<file path="src/rtl/esc_queue_tracker.sv">
module esc_queue_tracker #(
  parameter int DEPTH = 6
) (
  input  logic       clk,
  input  logic       rst_n,
  input  logic       fetch_valid,
  input  logic [7:0] fetch_byte,
  input  logic       flush,
  input  logic [1:0] qstat,
  output logic       op_valid,
  output logic [5:0] op_code,
  output logic [1:0] mod_field,
  output logic [2:0] rm_field,
  output logic       pop_err
);
  localparam int AW = (DEPTH > 1) ? $clog2(DEPTH) : 1;
  localparam int CW = $clog2(DEPTH + 1);
  localparam logic [4:0] ESC = 5'b11011;
  localparam logic [AW-1:0] LAST = AW'(DEPTH - 1);

  logic [7:0]    mem [DEPTH];
  logic [AW-1:0] rd_ptr, wr_ptr;
  logic [CW-1:0] cnt;
  logic          pending;
  logic [2:0]    first_lo;

  wire clear    = flush || (qstat == 2'b10);
  wire take     = !flush && qstat[0];
  wire is_first = (qstat == 2'b01);
  wire empty    = (cnt == '0);
  wire full     = (cnt == CW'(DEPTH));
  wire do_pop   = take && !empty;
  wire do_push  = fetch_valid && !clear && !full;
  wire [7:0] head = mem[rd_ptr];

  always_ff @(posedge clk)
    if (do_push) mem[wr_ptr] <= fetch_byte;

  always_ff @(posedge clk) begin
    if (!rst_n || clear) begin
      rd_ptr <= '0;
      wr_ptr <= '0;
      cnt    <= '0;
    end else begin
      if (do_push) wr_ptr <= (wr_ptr == LAST) ? '0 : wr_ptr + 1'b1;
      if (do_pop)  rd_ptr <= (rd_ptr == LAST) ? '0 : rd_ptr + 1'b1;
      cnt <= cnt + CW'(do_push) - CW'(do_pop);
    end
  end

  always_ff @(posedge clk) begin
    if (!rst_n) begin
      pending   <= 1'b0;
      first_lo  <= '0;
      op_valid  <= 1'b0;
      op_code   <= '0;
      mod_field <= '0;
      rm_field  <= '0;
      pop_err   <= 1'b0;
    end else begin
      op_valid <= 1'b0;
      if (take && empty) pop_err <= 1'b1;
      if (clear) begin
        pending <= 1'b0;
      end else if (do_pop && is_first) begin
        pending  <= (head[7:3] == ESC);
        first_lo <= head[2:0];
      end else if (do_pop && pending) begin
        pending   <= 1'b0;
        op_valid  <= 1'b1;
        op_code   <= {first_lo, head[5:3]};
        mod_field <= head[7:6];
        rm_field  <= head[2:0];
      end
    end
  end
endmodule

</file>
<file path="config.mk">
export PLATFORM = sky130hd
export DESIGN_NAME = esc_queue_tracker
export DESIGN_NICKNAME = d
export VERILOG_FILES = /design/src/rtl/esc_queue_tracker.sv
export SDC_FILE = /design/constraint.sdc
export NUM_CORES = 1
export LEC_CHECK = 0
export BUFFER_PORTS_ARGS = -buffer_cell sky130_fd_sc_hd__buf_2
export CAP_MARGIN = 20
export CORE_UTILIZATION = 50
export CTS_CLUSTER_DIAMETER = 150
export DETAILED_ROUTE_END_ITERATION = 16
export GPL_ROUTABILITY_DRIVEN = 0
export MAX_ROUTING_LAYER = met4
export PLACE_DENSITY_LB_ADDON = 0.12
export SETUP_SLACK_MARGIN = 0.1
export SLEW_MARGIN = 20
export SYNTH_ARGS = -nofsm -noshare
export SYNTH_HDL_FRONTEND = slang
export SYNTH_SLANG_ARGS = --single-unit
</file>
<file path="constraint.sdc">
create_clock -name clk -period 2.2 [get_ports clk]
set_input_delay 0.44 -clock clk [delete_from_list [all_inputs] [get_ports clk]]
set_output_delay 0.44 -clock clk [all_outputs]
set_load 0.005 [all_outputs]
</file>
==> After elaboration in Yosys (flattened, before gate mapping) <==
Memory sizes are Yosys's and may differ from the RTL's. A register that Yosys moved wholly into a read port is not among the register bits.
Index checks and enable logic that the tools add are counted.
{ "classes": {"addsub": 4, "eq_ne": 6, "mux": 9, "bitwise_logic": 3, "reduce_logical": 20} }
{ "op_table": {"columns": ["operator", "n"], "rows": [
  ["$mux 3", 4],
  ["$eq 3x3->1 const B", 3],
  ["$logic_and 1x1->1", 7],
  ["$add 3x1->3 const B", 2],
  ["$eq 5x5->1 const B", 1],
  ["$logic_not 1->1", 5],
  ["$mux 1", 5],
  ["$add 3x1->3", 1],
  ["$logic_not 3->1", 1],
  ["$not 1->1", 3],
  ["$reduce_and 3->1", 1],
  ["$reduce_or 3->1", 1],
  ["$sub 3x1->3", 1],
  ["$eq 2x1->1 const B", 1],
  ["$eq 2x2->1 const B", 1],
  ["$logic_or 1x1->1", 2],
  ["$reduce_and 2->1", 1],
  ["$reduce_bool 2->1", 1],
  ["$reduce_or 2->1", 1]
]} }
{ "word_totals": {"ff_bits": 26, "ram_bits": 48, "inputBits": 14, "output_inout_bits": 13, "word_cells": 53, "mem_count": 1} }
{ "mem_list": {"columns": ["memory", "depth", "word_bits", "rd", "rd_ports_with_merged_regs", "write_ports", "line", "text"], "rows": [
  ["mem", 6, 8, 1, 1, 1, "21", "logic [7:0] mem [DEPTH];"]
]} }

==> Depth between registers and ports, before layout <==
{ "depth": {"ltp_word": 7, "mapped_depth": 9} }

==> Worst setup path after synthesis <==
OpenSTA, ideal clock, no wires.
{ "synth_timing": {"path_kind": "input-to-reg", "startpoint": "in qstat[0]", "endpoint": "mem mem[1][0] (enable)", "setup_time_ns": 0.398, "t_arrival_ns": 1.678, "setup_slack_ns": 0.124, "path_stages": 3, "n_path_buf": 0, "path_cell_list": "nand2b_1 nand4b_1 nor4_1"} }
{ "synth_via": {"elab_chain_cells": 7} }
{ "synth_rtl": {"columns": ["item", "line", "text"], "rows": [
  ["start, declared", "9", "input logic [1:0] qstat,"],
  ["$eq 2x2->1", "27", "wire clear = flush || (qstat == 2'b10);"],
  ["$logic_or 1x1->1", "27", null],
  ["$logic_not 1->1", "33", "wire do_push = fetch_valid && !clear && !full;"],
  ["$logic_and 1x1->1 (2 in series)", "33", null],
  ["$mux 1", "37", "if (do_push) mem[wr_ptr] <= fetch_byte;"],
  ["$mux 1 (implied by the code)", "37", null],
  ["end, declared", "21", null]
]} }
Every way passes these cells.

==> Final worst setup path <==
{ "layout_timing": {"startpoint": "reg cnt[2]", "endpoint": "reg cnt[2]"} }
{ "layout_via": {"elab_chain_cells": 5, "word_cells_on_any_way": 8} }
{ "layout_rtl": {"columns": ["item", "line", "text"], "rows": [
  ["start, declared", "23", "logic [CW-1:0] cnt;"],
  ["start signal, assigned", "47", "cnt <= cnt + CW'(do_push) - CW'(do_pop);"],
  ["$eq 3x3->1", "31", "wire full = (cnt == CW'(DEPTH));"],
  ["$logic_not 1->1", "33", null],
  ["$logic_and 1x1->1", "33", null],
  ["$add 3x1->3", "47", null],
  ["$sub 3x1->3 *", "47", null]
]} }
Mark *: on every way between the ends. The rest lies on a longest branch, timed or not.
A chain may end at the register's enable or synchronous reset.

==> impl_metrics.json <==
{
  "viasPerCell": 5.41,
  "ir_worst_vdd_uv": 530,
  "syn_area_per_cell_um2": 15.3,
  "cp-start-kind": "flip-flop",
  "regToRegStartpoint": "cnt[2]$_SDFF_PP0_",
  "setup_viol": 0,
  "synth_top_area_share_pct": 47.1,
  "fin_tns_setup_ps": 0,
  "grt_pass1_vias": 1820,
  "htreeDepth": 3,
  "die_x_um": 80.3,
  "routedWlPerCell_um": 17.3,
  "overflow": 0,
  "clkPwrFrac_pct": 39.3,
  "start_util_pct": 51.7,
  "power_switching_uw": 558,
  "antenna_cells": 0,
  "drive_gt1_share_pct": 31.5,
  "period_minus_slack_ps": 1950,
  "core_region_area_um2": 5920,
  "syn-cell-area_um2": 3060,
  "p_per_area_nw_per_um2": 752,
  "dp_hpwl_mm": 3.99,
  "grt_usage_pct": 20.7,
  "first_pass_iters": 4,
  "hold_viol": 0,
  "grt_pass1_wl_mm": 9.06,
  "rsz0062_at_grt": "no",
  "yosysTopAreaCell": "edfxtp_1",
  "rows": 28,
  "fin_nets": 262,
  "synth-edff-count": 48,
  "synth_top_flop_cell": "edfxtp_1",
  "ys_ff_latch": 77,
  "cap_violations": 0,
  "route.detailed.drc": 0,
  "max_slew_margin_pct": 69.7,
  "yosysWarnings": 0,
  "report.final.slew_viol_count": 0,
  "antenna_found_initial": 0,
  "synth_area_leaders": "edfxtp_1, dfxtp_1, mux2i_1, mux4_1, mux2_2",
  "drt-initial-drc-count": 125,
  "synth_nets": 216,
  "synthCells": 200,
  "cts_tree": "built",
  "min_path_type": "primary input to flip-flop",
  "clock_sinks": 77,
  "status": "finished clean",
  "power.leakage_nw": 1.32,
  "pwr-share-seq_pct": 57.3,
  "p_int_mw": 2.14,
  "worstPathMaxFanout": 3,
  "cts_buffers": 9,
  "die_area_um2": 6440,
  "vias": 1764,
  "critPathLaunch": "cnt[2]$_SDFF_PP0_",
  "root_buffer": "clkbuf_8",
  "io_buffers": 26,
  "finalWirelength_mm": 5.64,
  "ios": 27,
  "p_comb_share_pct": 3.4,
  "cp_data_required_time_ps": 2440,
  "final_antenna_net_count": 0,
  "path_clk_slew_ps": 80,
  "yosysMostFrequentCell": "edfxtp_1",
  "worst_skew_pair.late_latency_ps": 350,
  "grt_max_degree": 18,
  "cts_max_path_buffers": 2,
  "max_freq_mhz": 513,
  "seq_area_frac_synth_pct": 66.0,
  "skew_ps": 10.1,
  "netSwitchingFraction_pct": 20.7,
  "n_fill_cell": 455,
  "fp.dieH_um": 80.3,
  "endpoint_kind": "flip-flop",
  "ys_types": 39,
  "async_flop_share_pct": 0,
  "hold_buffers": 0,
  "min_from": "fetch_byte[4]",
  "cp.arrival_ps": 2190,
  "areaGrowthSynthToFinish_pct": 17.0,
  "post-route-period-util_pct": 88.7,
  "synth_commonest_cells": "edfxtp_1, dfxtp_1, mux2i_1",
  "fin_util_pct": 60.5,
  "tightest_slew_ps": 454,
  "critical_path_class": "flip-flop to flip-flop"
}
[area by class of cell]
| class | count | area, µm² | area share (%) |
|---|---|---|---|
| clock inverter | 5 | 60.1 | 1.68 |
| sequential | 77 | 2020 | 56.5 |
| inverter | 8 | 30.0 | 0.838 |
| timing repair buffer | 42 | 250 | 6.99 |
| tap | 75 | 93.8 | 2.62 |
| clock buffer | 11 | 141 | 3.95 |
| multi-input combinational | 108 | 982 | 27.4 |
[state kept, by name, summed over array words and instances, names as in the netlist, named ones only]
name	flops
mem	48
op_code	6
cnt	3
first_lo	3
rd_ptr	3
rm_field	3
wr_ptr	3
mod_field	2
op_valid	1
pending	1
pop_err	1
[worst paths after layout]
path / to / slack (ps) / depth (start not counted)
max: cnt[2]$_SDFF_PP0_ / 250 / 9
min: mem[3][4]$_DFFE_PP_ / 340 / 1
max reg2reg: cnt[2]$_SDFF_PP0_ / 250 / 9
min reg2reg: mod_field[1]$_SDFFE_PN0P_ / 500 / 1
[layout by cell type (no fill, tap or decap), types with 2 or more instances in the layout]
cell,instances
clkbuf_8,10
buf_2,26
o211a_1,4
nand2_1,8
nor2b_1,12
mux4_2,3
nand3b_1,3
nand2b_1,2
nor3_2,2
inv_1,8
nor2_1,8
dfxtp_1,27
mux2_2,9
edfxtp_1,48
a21boi_0,2
buf_4,16
nand4b_1,2
mux4_1,5
dfxtp_2,2
nor3_1,4
nor4_1,2
clkinv_4,2
a21oi_1,7
xnor2_1,3
mux2i_1,16
[critical path, cell delays in order (launching register included)]
cell and delay [ps]:
dfxtp_1 350, nor3_2 260, nor2_2 110, xnor2_2 180, ha_1 170, inv_1 50, fa_1 380, xor2_1 170
xnor2_1 140, nor2_1 50
[power by group through the flow]
stage | registers [mW] | logic, mW | clock network (mW)
after global placement | 1.58 | 0.0811 | 0
after CTS | 1.54 | 0.0884 | 1.08
after global routing | 1.55 | 0.0996 | 1.14
after detailed placement | 1.58 | 0.0878 | 0
final | 1.54 | 0.0905 | 1.06
after floorplan | 1.58 | 0.0433 | 0
[layer usage]
layer / up-vias / wire [µm] / track usage [%]
met3: 8 / 182 / 5.23
li1: 836 / - / -
met5: - / 0 / -
met2: 42 / 2950 / 34.2
met1: 878 / 2430 / 23.6
met4: 0 / 80 / 10.2
[kinds of logic after synthesis]
logic type / count (synthesis) / synth area share (%)
AOI/OAI and AO/OA: 16 / 3.72
xor gates and xnor gates: 5 / 1.43
buffers and inverters: 15 / 2.25
and+or+nand+nor: 51 / 10.0
DFF: 77 / 66.0
muxes: 34 / 15.5
adders and majority gates: 2 / 1.06
[metrics by stage]
stage          hold WS (ps)  area, µm²  setup WS, ps  instances  power (mW)
2_1_floorplan           442       3060           124        200        1.62
5_1_grt                 321       3580           123        326        2.78
3_3_place_gp            471       3360           209        309        1.66
6_report                336       3580           249        326        2.69
3_5_place_dp            483       3360          28.3        309        1.67
4_1_cts                 322       3560           196        325        2.71
[repair_timing]
action,4_1_cts,5_1_grt
buffers inserted,0,1
gates resized for setup,0,4
hold endpoints to repair,0,0
endpoints found under the setup margin,0,1
Power figures use the tool's default switching activity.
